`src/rtl/irq_agg_pkg.sv`:
```
package irq_agg_pkg;

    localparam int unsigned WORD_W    = 32;
    localparam int unsigned MSG_LOW_W = 5;
    localparam logic [WORD_W-1:0] DEST_RESET = 32'hFFFB_0003;

    typedef enum logic [2:0] {
        SEL_DEST_A = 3'd0,
        SEL_DEST_B = 3'd1,
        SEL_MASK   = 3'd2,
        SEL_CLASS  = 3'd3,
        SEL_LEVEL  = 3'd4,
        SEL_PEND   = 3'd5,
        SEL_REQ_A  = 3'd6,
        SEL_REQ_B  = 3'd7
    } reg_sel_e;

    typedef struct packed {
        logic [WORD_W-1:0] addr;
        logic [WORD_W-1:0] data;
    } msg_t;

    // Split a destination register into an aligned target and a small payload.
    function automatic msg_t build_msg(input logic [WORD_W-1:0] dest);
        msg_t m;
        m.addr = {dest[WORD_W-1:MSG_LOW_W], {MSG_LOW_W{1'b0}}};
        m.data = {{(WORD_W-MSG_LOW_W){1'b0}}, dest[MSG_LOW_W-1:0]};
        return m;
    endfunction

endpackage

```
`src/rtl/irq_edge_track.sv`:
```
module irq_edge_track #(
    parameter int unsigned N_SRC = 11
) (
    input  logic             clk,
    input  logic             rst,
    input  logic [N_SRC-1:0] irq_in,
    input  logic             pend_clr,
    output logic [N_SRC-1:0] lvl_o,
    output logic [N_SRC-1:0] rise_o,
    output logic [N_SRC-1:0] pend_o
);
    logic [N_SRC-1:0] lvl_q;
    logic [N_SRC-1:0] pend_q;

    assign rise_o = irq_in & ~lvl_q;
    assign lvl_o  = lvl_q;
    assign pend_o = pend_q;

    always_ff @(posedge clk) begin
        if (rst) begin
            lvl_q  <= '0;
            pend_q <= '0;
        end else begin
            lvl_q  <= irq_in;
            pend_q <= (pend_clr ? '0 : pend_q) | rise_o;
        end
    end

    a_r1_level_tracks: assert property (@(posedge clk) disable iff (rst)
        1'b1 |=> lvl_q == $past(irq_in));

    a_r2_pend_on_rise: assert property (@(posedge clk) disable iff (rst)
        (|rise_o) |=> ((pend_q & $past(rise_o)) == $past(rise_o)));

    a_r2_pend_only_rise: assert property (@(posedge clk) disable iff (rst)
        1'b1 |=> ((pend_q & ~$past(pend_q) & ~$past(rise_o)) == '0));

endmodule

```
`src/rtl/irq_regfile.sv`:
```
module irq_regfile
    import irq_agg_pkg::*;
#(
    parameter int unsigned N_SRC = 11
) (
    input  logic              clk,
    input  logic              rst,
    input  logic [2:0]        reg_sel,
    input  logic              reg_we,
    input  logic              reg_re,
    input  logic [WORD_W-1:0] reg_wdata,
    input  logic [N_SRC-1:0]  lvl,
    input  logic [N_SRC-1:0]  pend,
    output logic [WORD_W-1:0] reg_rdata,
    output logic [N_SRC-1:0]  mask_o,
    output logic [N_SRC-1:0]  class_o,
    output logic [WORD_W-1:0] dest_a_o,
    output logic [WORD_W-1:0] dest_b_o,
    output logic              pend_clr_o
);
    localparam int unsigned PAD_W = WORD_W - N_SRC;

    logic [N_SRC-1:0]  mask_q, class_q;
    logic [WORD_W-1:0] dest_a_q, dest_b_q;
    reg_sel_e          sel;

    assign sel = reg_sel_e'(reg_sel);

    always_ff @(posedge clk) begin
        if (rst) begin
            mask_q   <= '0;
            class_q  <= '0;
            dest_a_q <= DEST_RESET;
            dest_b_q <= DEST_RESET;
        end else if (reg_we) begin
            case (sel)
                SEL_DEST_A: dest_a_q <= reg_wdata;
                SEL_DEST_B: dest_b_q <= reg_wdata;
                SEL_MASK:   mask_q   <= reg_wdata[N_SRC-1:0];
                SEL_CLASS:  class_q  <= reg_wdata[N_SRC-1:0];
                default: ;
            endcase
        end
    end

    always_comb begin
        case (sel)
            SEL_DEST_A: reg_rdata = dest_a_q;
            SEL_DEST_B: reg_rdata = dest_b_q;
            SEL_MASK:   reg_rdata = {{PAD_W{1'b0}}, mask_q};
            SEL_CLASS:  reg_rdata = {{PAD_W{1'b0}}, class_q};
            SEL_LEVEL:  reg_rdata = {{PAD_W{1'b0}}, lvl};
            SEL_PEND:   reg_rdata = {{PAD_W{1'b0}}, pend};
            SEL_REQ_A:  reg_rdata = {{PAD_W{1'b0}}, lvl & mask_q & ~class_q};
            default:    reg_rdata = {{PAD_W{1'b0}}, lvl & mask_q & class_q};
        endcase
    end

    assign pend_clr_o = (reg_we || reg_re) && (sel == SEL_PEND);
    assign mask_o     = mask_q;
    assign class_o    = class_q;
    assign dest_a_o   = dest_a_q;
    assign dest_b_o   = dest_b_q;

    a_r7_ro_mask_kept: assert property (@(posedge clk) disable iff (rst)
        (reg_we && sel != SEL_MASK) |=> $stable(mask_q));

endmodule

```
`src/rtl/irq_dispatch.sv`:
```
module irq_dispatch
    import irq_agg_pkg::*;
#(
    parameter int unsigned N_SRC = 11
) (
    input  logic              clk,
    input  logic              rst,
    input  logic [N_SRC-1:0]  fire,
    input  logic [N_SRC-1:0]  class_sel,
    input  logic [WORD_W-1:0] dest_a,
    input  logic [WORD_W-1:0] dest_b,
    input  logic              msg_ack,
    output logic              msg_req,
    output logic [WORD_W-1:0] msg_addr,
    output logic [WORD_W-1:0] msg_data
);
    logic [N_SRC-1:0] queue_q;
    logic [N_SRC-1:0] pick_oh;
    logic [N_SRC-1:0] take;
    logic             busy_q;
    logic             use_b;
    msg_t             msg_q;

    // Lowest set bit wins: scan downward so the last hit is the smallest index.
    always_comb begin
        pick_oh = '0;
        for (int i = N_SRC - 1; i >= 0; i--) begin
            if (queue_q[i]) pick_oh = {{(N_SRC-1){1'b0}}, 1'b1} << i;
        end
    end

    assign take  = busy_q ? '0 : pick_oh;
    assign use_b = |(pick_oh & class_sel);

    always_ff @(posedge clk) begin
        if (rst) begin
            queue_q <= '0;
            busy_q  <= 1'b0;
            msg_q   <= '0;
        end else begin
            queue_q <= (queue_q & ~take) | fire;
            if (busy_q) begin
                if (msg_ack) busy_q <= 1'b0;
            end else if (|queue_q) begin
                busy_q <= 1'b1;
                msg_q  <= build_msg(use_b ? dest_b : dest_a);
            end
        end
    end

    assign msg_req  = busy_q;
    assign msg_addr = msg_q.addr;
    assign msg_data = msg_q.data;

    a_r5_hold_until_ack: assert property (@(posedge clk) disable iff (rst)
        (msg_req && !msg_ack) |=> (msg_req && $stable(msg_addr) && $stable(msg_data)));

    a_r5_addr_aligned: assert property (@(posedge clk) disable iff (rst)
        msg_req |-> (msg_addr[MSG_LOW_W-1:0] == '0));

    a_r5_data_small: assert property (@(posedge clk) disable iff (rst)
        msg_req |-> (msg_data < 32'd32));

    a_r6_single_take: assert property (@(posedge clk) disable iff (rst)
        $onehot0(take));

endmodule

```
`src/rtl/irq_msg_aggregator.sv`:
```
module irq_msg_aggregator
    import irq_agg_pkg::*;
#(
    parameter int unsigned N_SRC = 11
) (
    input  logic              clk,
    input  logic              rst,
    input  logic [N_SRC-1:0]  irq_in,
    input  logic [2:0]        reg_sel,
    input  logic              reg_we,
    input  logic              reg_re,
    input  logic [WORD_W-1:0] reg_wdata,
    output logic [WORD_W-1:0] reg_rdata,
    output logic              msg_req,
    output logic [WORD_W-1:0] msg_addr,
    output logic [WORD_W-1:0] msg_data,
    input  logic              msg_ack
);
    logic [N_SRC-1:0]  lvl, rise, pend, mask, cls;
    logic [WORD_W-1:0] dest_a, dest_b;
    logic              pend_clr;

    irq_edge_track #(.N_SRC(N_SRC)) u_edge (
        .clk(clk), .rst(rst), .irq_in(irq_in), .pend_clr(pend_clr),
        .lvl_o(lvl), .rise_o(rise), .pend_o(pend)
    );

    irq_regfile #(.N_SRC(N_SRC)) u_regs (
        .clk(clk), .rst(rst), .reg_sel(reg_sel), .reg_we(reg_we),
        .reg_re(reg_re), .reg_wdata(reg_wdata), .lvl(lvl), .pend(pend),
        .reg_rdata(reg_rdata), .mask_o(mask), .class_o(cls),
        .dest_a_o(dest_a), .dest_b_o(dest_b), .pend_clr_o(pend_clr)
    );

    irq_dispatch #(.N_SRC(N_SRC)) u_disp (
        .clk(clk), .rst(rst), .fire(rise & mask), .class_sel(cls),
        .dest_a(dest_a), .dest_b(dest_b), .msg_ack(msg_ack),
        .msg_req(msg_req), .msg_addr(msg_addr), .msg_data(msg_data)
    );

    a_r3_clear_empties: assert property (@(posedge clk) disable iff (rst)
        (pend_clr && rise == '0) |=> pend == '0);

endmodule

```
`config.mk`:
```
export PLATFORM = sky130hd
export DESIGN_NAME = irq_msg_aggregator
export DESIGN_NICKNAME = d
export VERILOG_FILES = /design/src/rtl/irq_agg_pkg.sv /design/src/rtl/irq_edge_track.sv /design/src/rtl/irq_regfile.sv /design/src/rtl/irq_dispatch.sv /design/src/rtl/irq_msg_aggregator.sv
export SDC_FILE = /design/constraint.sdc
export NUM_CORES = 1
export LEC_CHECK = 0
export BUFFER_PORTS_ARGS = -buffer_cell sky130_fd_sc_hd__buf_2
export CORE_ASPECT_RATIO = 1.2
export CORE_MARGIN = 5
export CORE_UTILIZATION = 60
export CTS_CLUSTER_SIZE = 8
export DETAILED_ROUTE_END_ITERATION = 8
export GPL_TIMING_DRIVEN = 0
export PLACE_DENSITY = 0.86
export SETUP_SLACK_MARGIN = 0.15
export SLEW_MARGIN = 30
export SYNTH_ARGS = -nofsm -noshare
export SYNTH_HDL_FRONTEND = slang
export SYNTH_HIERARCHICAL = 1
export SYNTH_SLANG_ARGS = --single-unit
```
`constraint.sdc`:
```
create_clock -name clk -period 4.3 [get_ports clk]
set_clock_uncertainty 0.05 [all_clocks]
set_input_delay 0.43 -clock clk [delete_from_list [all_inputs] [get_ports clk]]
set_output_delay 0.43 -clock clk [all_outputs]
set_load 0.005 [all_outputs]
```
== After elaboration in Yosys (flattened, before gate mapping) ==
Cells that the tools add are included.
Storage, ports and cells
  register bits after elaboration: 152
  input bits: 51
  output and inout bits: 97
  logic and storage cells: 57
Cells by class
  equality and inequality tests: 6
  muxes and demuxes: 18
  bitwise logic cells: 13
  reductions and logical operators: 10
Operator list (number)
  one-hot mux 32 bit (7 select lines): 1
  two-way mux 11 bit: 13
  bitwise AND 11 bit: 7
  inverter 11 bit: 3
  two-way mux 32 bit: 1
  OR 11 bit: 2
  OR reduction 11 bit: 2
  AND reduction 2 bit: 5
  == test 3 bit, second input constant: 3
  == test 3 x 2 -> 1 bit, second input constant: 2
  == test 3 x 1 -> 1 bit, second input constant: 1
  logical NOT 3 bit: 1
  two-way mux 1 bit: 3
  logical AND 1 bit: 1
  logical OR 1 bit: 1
  inverter 1 bit: 1

== Logic depth before layout (Yosys ltp) ==
Gate-level depths: netlist (run 1).
  depth in word-level cells: 15
  gate-level depth with buffers: 8
  gate-level depth less buffers: 5

== Cells and area by module ==
Netlist (run 1), hierarchy kept.
Modules (own cells, without submodules)
  irq_regfile: times used 1, cells each 549, area an instance 4274.1 µm², seq. area each 1721.7 µm²
  irq_dispatch: times used 1, cells each 285, area an instance 2496.1 µm², seq. area each 880.8 µm²
  irq_edge_track: times used 1, cells each 69, area an instance 787.0 µm², seq. area each 440.4 µm²
  irq_msg_aggregator: times used 1, cells each 11, area an instance 68.8 µm², seq. area each 0.0 µm²

== Worst setup path before layout (run 1) ==
Ideal clock, no wire load.
  path kind: reg-to-reg
  start point: register u_disp.queue_q[7]
  end point: register u_disp.msg_q, in the netlist u_disp/msg_addr[10]
  arrival time: 1689 ps
  data required time: 4122 ps
  slack: 2433 ps
  stages on the path, launching flop included: 8
  period minus slack after synthesis: 1867 ps
  cell sequence: dfxtp_1 > or3_1 > o211a_1 > o221ai_4 > or2_1 > buf_4 > buf_8 > o211ai_2
On the way
  word-level cells in the longest chain between the ends: 11
  elaborated cells between the ends (all ways): 13
Ends and longest elaborated chain
  start, declared: line irq_dispatch.sv:17  | logic [N_SRC-1:0] queue_q;
  start signal, assigned: line irq_dispatch.sv:41  | queue_q <= (queue_q & ~take) | fire;
  two-way mux 11 bit (8 in series): line irq_dispatch.sv:28  | if (queue_q[i]) pick_oh = {{(N_SRC-1){1'b0}}, 1'b1} << i;
  bitwise AND 11 bit: line irq_dispatch.sv:33  | assign use_b = |(pick_oh & class_sel);
  OR reduction 11 bit: line irq_dispatch.sv:33
  two-way mux 32 bit: line irq_dispatch.sv:46  | msg_q <= build_msg(use_b ? dest_b : dest_a);
  end signal, assigned: line irq_dispatch.sv:46
  end, declared: line irq_dispatch.sv:22  | msg_t msg_q;
Parallel ways exist; a longest one is shown, timed or not.
A chain may end at the register's enable or synchronous reset.

== Worst setup path in the final report (run 1) ==
  start point: input reg_sel[0]
  end point: output reg_rdata[10]
On the way
  word-level cells in the longest chain between the ends: 2
  elaborated cells between the ends (all ways): 8
Ends and longest elaborated chain
  start, declared: line irq_msg_aggregator.sv:9  | input logic [2:0] reg_sel,
  == test 3 bit (tied with other cells): line irq_regfile.sv:47  | case (sel)
  one-hot mux 32 bit (7 select lines) (*): line irq_regfile.sv:47
  end, declared: line irq_msg_aggregator.sv:13  | output logic [WORD_W-1:0] reg_rdata,
Mark *: on every way between the ends. The rest lies on a longest branch, timed or not.

==> impl_metrics.py, run 1 <==
metrics = {
    "cells_and_area": {
        "finalNetCount": 1128,
        "drive_gt1_share_pct": 25.9,
        "area_delta_synth_final_pct": 20.0,
        "antenna_cells": 0,
        "fillers": 970,
        "multi_input_area_um2": 4000,
        "seq_area_um2": 3040,
        "post-route-util_pct": 72.9,
    },
    "floorplanning": {
        "core_area_um2": 12600,
        "fp.dieW_um": 113,
        "io_pins": 148,
        "rows": 45,
        "dieArea_um2": 15100,
        "fp.dieH_um": 134,
        "initial_utilization_pct": 60.7,
    },
    "drt": {
        "vias": 7162,
        "drt-total-wl_um": 23200,
        "ant_nets": 0,
        "vias_per_cell": 5.71,
        "wl_per_cell_um": 18.5,
        "drtIter0Drc": 647,
        "remaining_drc_errors": 0,
        "first_pass_iters": 6,
    },
    "timing": {
        "fin_crit_sh_pct": 59.2,
        "timing.fmax_mhz": 393,
        "grt_setup_unrepaired": "no",
        "hold_viol_final": 0,
        "fin_setup_tns_ns": 0,
        "finalSetupViolCount": 0,
        "period_needed_ns": 2.55,
        "finalMaxSlewViolations": 0,
        "slew_headroom_pct": 38.8,
        "worstMarginPinSlew_ns": 0.918,
    },
    "worst_setup_path": {
        "critPathSlowestCell": "clkbuf_1",
        "cpPeakStageDelay_ns": 0.58,
        "critical_path.max_fanout": 10,
        "cp-end-kind": "primary output",
        "crit_arrival_ns": 2.07,
        "crit_chain": "buf_2 > buf_2 > inv_1 > clkbuf_1 > nand3_1 > a31oi_1 > buf_2",
        "start_kind": "input port",
        "required_ns": 3.82,
        "crit_top_cell": "buf_2",
        "criticalPathCategory": "input port to primary output",
    },
    "logic_synthesis": {
        "async_flop_share_pct": 0,
        "synth_area_leaders": "dfxtp_1, nand2_1, o211ai_2",
        "synth_edf_count": 0,
        "avgSynthCellArea_um2": 8.34,
        "synth_cell_types": 49,
        "synth_top_flop_cell": "dfxtp_1",
        "netlist.area_leader.share_pct": 39.9,
        "syn_inst": 914,
        "synth_seq_cells": 152,
        "synth_area_um2": 7630,
        "ys_seq_area_share_pct": 39.9,
        "yosysWarnings": 6,
        "yosysTopAreaCell": "dfxtp_1",
    },
    "clocking": {
        "path_clk_slew_ns": 0.06,
        "cts_root_buf": "clkbuf_16",
        "clk_path_buf_depth": 2,
        "numCtsBuffers": 17,
        "cts-hold-fix-buffers": 0,
        "postCtsSetupBuffers": 0,
        "cts_max_level": 4,
        "clock_latency_ns": 0.42,
        "cts_resized": 0,
        "cts_tree": "built",
        "clock_sinks": 152,
    },
    "placement": {
        "place_congestion": 0.991,
        "dp_hpwl_um": 15900,
        "io_buffers": 113,
    },
    "power": {
        "power_leakage_nw": 4.10,
        "vdd_ir_drop_max_mv": 0.277,
        "powerDensity_nw_per_um2": 377,
    },
    "worst_hold_path": {
        "hp-class": "input port to flip-flop",
    },
    "global_route": {
        "grt_overflow": 0,
        "grt_max_degree": 17,
        "grt_pass1_vias": 7030,
        "grt_pass1_wl_um": 35500,
        "antenna_found_initial": 0,
        "track_usage_pct": 29.7,
    },
    "job": {
        "max-cap-violations": 0,
    },
    "status": {
        "status": "complete, no violations",
    },
}
[sequential cells by signal, indices dropped and copies added, names as in the netlist]
| name | flops |
|---|---|
| u_disp/msg_addr | 27 |
| u_disp/msg_data | 5 |
| u_disp/msg_req | 1 |
| u_disp/queue_q | 11 |
| u_edge/lvl_o | 11 |
| u_edge/pend_o | 11 |
| u_regs/class_o | 11 |
| u_regs/dest_a_o | 32 |
| u_regs/dest_b_o | 32 |
| u_regs/mask_o | 11 |
[final timing paths]
| path | startpoint | end | slack [ns] | depth (start not counted) |
|---|---|---|---|---|
| min | msg_ack | u_disp/msg_req | 0.16 | 2 |
| min reg2reg | u_disp/msg_addr[7] | u_disp/msg_addr[7] | 0.42 | 2 |
| max | reg_sel[0] | reg_rdata[10] | 1.75 | 7 |
| max reg2reg | u_disp/queue_q[0] | u_disp/msg_addr[28] | 1.78 | 5 |
[power breakdown]
| group | internal (mW) | switching [mW] |
|---|---|---|
| clock network | 0.990 | 0.609 |
| registers | 1.46 | 0.0361 |
| logic | 0.149 | 0.208 |
[final cells by class]
| cell class | instances | share of cell area [%] |
|---|---|---|
| clock inverters | 14 | 2.16 |
| multi-input cells | 678 | 43.7 |
| inverters | 18 | 0.738 |
| clock buffers | 18 | 4.80 |
| flip-flops and latches | 152 | 33.3 |
| well taps | 164 | 2.24 |
| plain buffers | 97 | 6.95 |
| repair buffers | 113 | 6.18 |
[metal layers]
metal / part of all wire, % / GRT usage [%] / wire [µm]
met2: 48 / 50.9 / 11100
met3: 10 / 7.45 / 2370
met5: 0 / 0 / 0
met4: 4.1 / 12.8 / 940
met1: 38 / 35.2 / 8740
[worst max-delay path: cells and delay by family]
kind,cells,cell delay (ns)
simple gates,1,0.14
buf+inv,5,1.22
compound gates,1,0.27
[layout by cell type, fill, tap and decap left out, types with 4 or more instances in the layout]
cell        synthesis  final
o211ai_1           35     35
a211oi_1            6      6
a21oi_2            20     20
mux4_2              8      8
buf_6               5      5
o21ba_1            11     11
o21ai_0            14     14
bufinv_16           0      4
nand2b_1            6      6
clkbuf_16           0     17
a21oi_1            50     50
buf_4              37     37
buf_2              23    136
nor2_1             39     39
nand2_1           265    265
clkbuf_1           25     25
o211ai_2           30     30
nand3_1            15     15
nor2b_1            35     35
dfxtp_1           152    152
and2_1             11     11
inv_1              18     18
conb_1              1     32
a31oi_1            10     10
clkinvlp_4          0      5
mux2i_1            23     23
nand3b_1           36     36
[cell families after synthesis]
group / after synthesis / share of synthesized area [%]
muxes: 33 / 5.68
and+or+nand+nor: 425 / 25.9
other: 1 / 0.0492
DFF: 152 / 39.9
buffers and inverters: 115 / 9.22
AOI/OAI and AO/OA: 188 / 19.2
[stage by stage]
stage	hold slack (ns)	cell area, µm²	total power [mW]	instances	setup WS, ns
after CTS	0.144	9150	3.46	1254	1.84
final	0.162	9150	3.45	1254	1.75
after global routing	0.159	9150	3.55	1254	1.70
after floorplan	0.395	7740	1.73	945	2.43
after detailed placement	0.397	8510	1.87	1222	1.83
after global placement	0.395	8510	1.86	1222	1.88
[cells in the mapped netlist, types with 2 or more instances]
cell type  count
o21ai_0       14
nand3_1       15
nor2_8         2
nor4_1         2
and2_1        11
o211ai_1      35
nand3b_1      36
buf_4         37
or2_1          3
buf_8          3
o211ai_2      30
nor2_1        39
buf_2         23
a21oi_1       50
and2b_2        2
clkbuf_1      25
buf_12         2
inv_1         18
a22oi_1        2
mux2_2         2
mux4_2         8
o22ai_1        2
nand2b_1       6
or3_1          3
o21ba_1       11
buf_6          5
mux2i_1       23
nor2b_1       35
a21oi_2       20
buf_1          2
a211oi_1       6
nand2_1      265
a31oi_1       10
dfxtp_1      152
(Power assumes the default switching activity.)
==> run 2: changes to the inputs <==
ABC_AREA = 1   (was not set)
CORE_UTILIZATION = 51   (was 60)
PLACE_DENSITY = 0.77   (was 0.86)
clock period = 2.2 ns   (was 4.3 ns; I/O delays follow)
==> impl_metrics.py, run 2 <==
metrics = {
    "status": {
        "status": "complete, no violations",
    },
    "timing": {
        "grt_setup_unrepaired": "no",
        "hold_viol_final": 0,
        "finalSetupViolCount": 0,
        "fin_crit_sh_pct": 89.6,
        "finalMaxSlewViolations": 0,
        "slew_headroom_pct": 58.7,
        "timing.fmax_mhz": 507,
        "period_needed_ns": 1.97,
        "fin_setup_tns_ns": 0,
        "worstMarginPinSlew_ns": 0.619,
    },
    "drt": {
        "highest_layer": "met4",
        "wl_per_cell_um": 14.9,
        "drtIter0Drc": 659,
        "wl_met2_um": 12200,
        "remaining_drc_errors": 0,
        "drt-total-wl_um": 24600,
        "ant_nets": 0,
        "routed-wl-met3_um": 1810,
        "first_pass_iters": 6,
        "vias": 8251,
        "vias_per_cell": 5.02,
        "wl_met1_um": 9590,
    },
    "floorplanning": {
        "initial_utilization_pct": 52.0,
        "rows": 50,
        "core_area_um2": 15700,
        "dieArea_um2": 18700,
        "io_pins": 148,
        "fp.dieW_um": 126,
        "fp.dieH_um": 149,
    },
    "logic_synthesis": {
        "ys_top_cells_by_count": "nand2_1, nor2_1, dfxtp_1, inv_1, nand3_1",
        "synth_edf_count": 0,
        "synth_top_flop_cell": "dfxtp_1",
        "ys_seq_area_share_pct": 37.2,
        "synth_area_leaders": "dfxtp_1, nand2_1, nor2_1",
        "async_flop_share_pct": 0,
        "synth_most_common_cell": "nand2_1",
        "synth_cell_types": 33,
        "synth_seq_cells": 152,
        "syn_inst": 1226,
        "yosysWarnings": 6,
        "synth_area_um2": 8170,
        "yosysTopAreaCell": "dfxtp_1",
        "avgSynthCellArea_um2": 6.66,
        "netlist.area_leader.share_pct": 37.2,
    },
    "clocking": {
        "cts_max_level": 4,
        "path_clk_slew_ns": 0.06,
        "clock_latency_ns": 0.44,
        "postCtsSetupBuffers": 0,
        "clock_sinks": 152,
        "clk_path_buf_depth": 2,
        "cts_tree": "built",
        "numCtsBuffers": 17,
        "cts_root_buf": "clkbuf_16",
    },
    "worst_setup_path": {
        "crit_buf_inv": 5,
        "crit_arrival_ns": 1.70,
        "required_ns": 1.93,
        "cp-startpoint": "reg_sel[2]",
        "criticalPathCategory": "input port to primary output",
        "cp-end-kind": "primary output",
        "ff2ff_setup_slack_ns": 0.37,
        "start_kind": "input port",
        "crit_top_cell": "buf_2",
        "critical_path.max_fanout": 10,
        "cpPeakStageDelay_ns": 0.48,
        "crit_chain": "buf_2 > inv_2 > buf_2 > buf_1 > nand3_1 > nand2_1 > nand3b_1 > buf_2",
        "crit_family": "buffers and inverters",
        "r2r-start": "u_disp/queue_q[0]",
        "critPathSlowestCell": "buf_1",
    },
    "job": {
        "max-cap-violations": 0,
    },
    "global_route": {
        "antenna_found_initial": 0,
        "grt_pass1_wl_um": 39300,
        "track_usage_pct": 26.2,
        "grt_overflow": 0,
        "grt_max_degree": 17,
        "grt_pass1_vias": 7838,
    },
    "cells_and_area": {
        "finalNetCount": 1474,
        "drive_gt1_share_pct": 22.4,
        "final_common_cell": "nand2_1",
        "area_delta_synth_final_pct": 23.3,
        "seq_area_um2": 3040,
        "multi_input_area_um2": 4030,
        "final-instance-count-excl-fill": 1644,
        "fillers": 1397,
        "antenna_cells": 0,
        "layout_common_cells": "nand2_1, nor2_1, dfxtp_1, buf_2",
    },
    "placement": {
        "dp.cells": 1579,
        "dp_hpwl_um": 18000,
        "io_buffers": 114,
        "place_congestion": 0.950,
    },
    "power": {
        "power_frac_seq_pct": 42.1,
        "intPower_mw": 5.25,
        "p_switching_mw": 1.94,
        "power_leakage_nw": 5.37,
        "combPwrFrac_pct": 14.6,
        "pwr-share-clk_pct": 43.3,
        "vdd_ir_drop_max_mv": 0.498,
        "powerDensity_nw_per_um2": 713,
        "swShare_pct": 27.0,
    },
    "worst_hold_path": {
        "hp-start": "reg_wdata[0]",
        "hp-class": "input port to flip-flop",
    },
}
==> run 2: repair_timing <==
action                                  CTS  global route
gates resized for setup                   0             4
hold buffers                             33             0
endpoints found under the setup margin    0            13
endpoints found under the hold margin    49             0
==> run 2: cell type report <==
cell class	count	share of cell area (%)
Multi-Input combinational cell	859	40.0
Sequential cell	152	30.2
Timing Repair Buffer	147	8.94
Buffer	102	6.67
Inverter	144	5.36
Clock buffer	18	4.26
Tap cell	208	2.58
Clock inverter	14	1.96
==> run 2: layer usage <==
| metal | vias up | GRT usage, % |
|---|---|---|
| met5 | - | 0 |
| met1 | 3653 | 30.2 |
| met2 | 381 | 46.1 |
| met4 | 0 | 12.0 |
| met3 | 80 | 6.00 |
| li1 | 4137 | - |
==> run 2: worst min-delay path, stage by stage <==
cell	delay (ns)
buf_2	0.13
nand2_1	0.06
nand3_1	0.06
==> run 2: power groups by stage <==
| stage | Clock (mW) | Combinational, mW | Sequential [mW] |
|---|---|---|---|
| 2_1_floorplan | 0 | 0.635 | 3.07 |
| 3_3_place_gp | 0 | 0.971 | 3.08 |
| 3_5_place_dp | 0 | 0.985 | 3.08 |
| 4_1_cts | 3.16 | 1.04 | 3.02 |
| 5_1_grt | 3.27 | 1.17 | 3.04 |
| 6_report | 3.11 | 1.05 | 3.02 |
==> run 2: metrics by stage <==
step / power (mW) / util [%] / hold slack, ns / setup WS, ns / cell area (µm²)
CTS: 7.22 / 64.2 / 0.00271 / 0.232 / 10100
floorplan: 3.70 / - / 0.232 / 0.670 / 8290
finish: 7.19 / 64.2 / 0.0150 / 0.229 / 10100
global route: 7.48 / 64.2 / 0.0367 / 0.161 / 10100
detailed placement: 4.07 / 58.1 / 0.390 / 0.240 / 9120
global placement: 4.05 / 58.1 / 0.385 / 0.247 / 9120
==> run 2: kinds of logic after synthesis <==
group           synth area share, %
buf+inv                        14.8
flops                          37.2
other cells                  0.0459
compound gates                 5.59
simple gates                   42.3
==> run 2: worst paths after layout <==
path	endpoint	cells past startpoint
max	reg_rdata[0]	8
min	u_regs/dest_b_o[0]	3
max reg2reg	u_disp/msg_data[4]	12
min reg2reg	u_edge/pend_o[10]	2
==> run 3: changes to the inputs <==
CORE_UTILIZATION = 50   (was 51)
CTS_BUF_LIST = sky130_fd_sc_hd__clkbuf_16   (was not set)
SYNTH_HIERARCHICAL = not set   (was 1)
==> impl_metrics.py, run 3 <==
metrics = {
    "floorplanning": {
        "dieArea_um2": 16600,
        "initial_utilization_pct": 51.2,
        "fp.dieW_um": 119,
        "fp.dieH_um": 140,
        "core_area_um2": 13800,
        "rows": 47,
        "io_pins": 148,
    },
    "global_route": {
        "grt_overflow": 0,
        "grt_max_degree": 17,
        "grt_busiest_layer": "met2",
        "use_met3_pct": 6.85,
        "track_usage_pct": 26.6,
        "grt_pass1_wl_um": 35700,
        "grtUsageMet2_pct": 43.9,
        "met1_usage_pct": 32.0,
        "grt_pass1_vias": 7122,
        "antenna_found_initial": 0,
    },
    "clocking": {
        "path_clk_slew_ns": 0.06,
        "cts_tree": "built",
        "cts_max_level": 4,
        "clock_latency_ns": 0.43,
        "clock_sinks": 152,
        "cts_root_buf": "clkbuf_16",
        "numCtsBuffers": 17,
        "clk_path_buf_depth": 2,
    },
    "worst_setup_path": {
        "required_ns": 1.93,
        "crit_top_cell": "buf_2",
        "crit_arrival_ns": 1.76,
        "critPathSlowestCell": "nor3_2",
        "crit_chain": "buf_2 > nor3_2 > clkbuf_1 > a22o_1 > buf_2",
        "criticalPathCategory": "input port to primary output",
        "start_kind": "input port",
        "cpPeakStageDelay_ns": 0.55,
        "crit_buf_inv": 3,
        "cp-end-kind": "primary output",
        "crit_family": "buffers and inverters",
        "critical_path.max_fanout": 10,
    },
    "cells_and_area": {
        "seq_area_um2": 3040,
        "stdcell_area_um2": 8770,
        "drive_gt1_share_pct": 17.4,
        "final_common_cell": "nand2_1",
        "antenna_cells": 0,
        "layout_common_cells": "nand2_1, nor2_1, dfxtp_1, buf_2, nand3_1",
        "multi_input_area_um2": 3270,
        "area_delta_synth_final_pct": 23.8,
        "fillers": 1275,
        "finalNetCount": 1266,
    },
    "timing": {
        "finalMaxSlewViolations": 0,
        "worstMarginPinSlew_ns": 0.790,
        "hold_ws_ns": 0.0112,
        "timing.fmax_mhz": 492,
        "fin_setup_tns_ns": 0,
        "grt_setup_unrepaired": "yes",
        "fin_crit_sh_pct": 92.4,
        "slew_headroom_pct": 47.4,
        "finalSetupViolCount": 0,
        "period_needed_ns": 2.03,
        "hold_viol_final": 0,
    },
    "logic_synthesis": {
        "yosysWarnings": 0,
        "yosysTopAreaCell": "dfxtp_1",
        "synth_edf_count": 0,
        "synth_top_flop_cell": "dfxtp_1",
        "avgSynthCellArea_um2": 6.92,
        "synth_seq_cells": 152,
        "synth_cell_types": 29,
        "synth_area_leaders": "dfxtp_1, nand2_1, nand3_1",
        "ys_top_cells_by_count": "nand2_1, nor2_1, dfxtp_1, nand3_1, inv_1",
        "synth_area_um2": 7080,
        "netlist.area_leader.share_pct": 43.0,
        "async_flop_share_pct": 0,
        "syn_inst": 1023,
        "ys_seq_area_share_pct": 43.0,
        "synth_most_common_cell": "nand2_1",
    },
    "drt": {
        "vias_per_cell": 5.34,
        "drt-total-wl_um": 22500,
        "first_pass_iters": 7,
        "remaining_drc_errors": 0,
        "wl_per_cell_um": 16.1,
        "vias": 7450,
        "ant_nets": 0,
        "drtIter0Drc": 635,
    },
    "job": {
        "max-cap-violations": 0,
    },
    "power": {
        "power_leakage_nw": 4.36,
        "powerDensity_nw_per_um2": 743,
        "vdd_ir_drop_max_mv": 0.511,
    },
    "placement": {
        "dp_hpwl_um": 15800,
        "io_buffers": 115,
        "place_area_um2": 7980,
        "place_congestion": 0.939,
    },
    "status": {
        "status": "complete, no violations",
    },
    "worst_hold_path": {
        "hp-class": "input port to flip-flop",
    },
}
run 3: cell types whose count changed in the layout (fill, tap and decap cells not counted), moves of 31 or more:
cell	previous run	this run
nor2_1	222	155
nand2_1	296	202
inv_1	135	104
o21ai_0	22	68
a21oi_1	12	55
nand2_2	37	1
run 3: final timing paths:
check                                        from                  end  slack, ns  cells past startpoint
worst max register to register  u_disp.queue_q[0]  u_disp.msg_addr[25]       0.34                     11
worst min-delay path                reg_wdata[15]  u_regs.dest_b_o[15]       0.01                      3
worst min register to register  u_edge.pend_o[10]    u_edge.pend_o[10]       0.41                      2
worst max-delay path                   reg_sel[2]        reg_rdata[19]       0.17                      5
run 3: layout make-up:
| type | instances | area share [%] |
|---|---|---|
| clock inverters | 10 | 0.814 |
| multi-input cells | 708 | 37.3 |
| clock buffers | 17 | 4.85 |
| plain buffers | 89 | 5.70 |
| inverters | 105 | 4.50 |
| flip-flops and latches | 152 | 34.7 |
| repair buffers | 142 | 9.65 |
| well taps | 171 | 2.44 |
run 3: repair_timing:
| action | CTS | global route |
|---|---|---|
| buffers inserted | 0 | 0 |
| hold buffers | 27 | 0 |
| pin swaps | 0 | 0 |
| setup endpoints to repair | 10 | 9 |
| gates resized for setup | 3 | 6 |
| endpoints found under the hold margin | 42 | 0 |
run 3: power by group:
| group | internal [mW] | switching, mW |
|---|---|---|
| logic | 0.380 | 0.541 |
| registers | 2.91 | 0.0991 |
| clock network | 1.49 | 1.09 |
run 3: routing by layer:
layer	vias up	wire length, µm
met1	3385	8620
met3	80	2180
met4	0	940
li1	3610	-
met2	375	10800
met5	-	0
run 3: cell families after synthesis:
family	synth area share [%]
simple gates	30.2
xor+xnor	1.11
buf+inv	12.5
compound gates	13.1
other cells	0.0530
flops	43.0
run 3: worst min-delay path, cell delays in order:
cell and delay (ns):
buf_2 0.09, o21ai_0 0.07, nor2_1 0.08
run 3: stage by stage:
stage	setup WS (ns)	util (%)	std cells	total power [mW]
floorplan	0.680	-	1054	3.58
global placement	0.0669	57.8	1340	3.92
detailed placement	0.0894	57.8	1340	3.93
CTS	0.194	63.3	1394	6.51
global route	0.123	63.4	1394	6.77
finish	0.167	63.4	1394	6.51
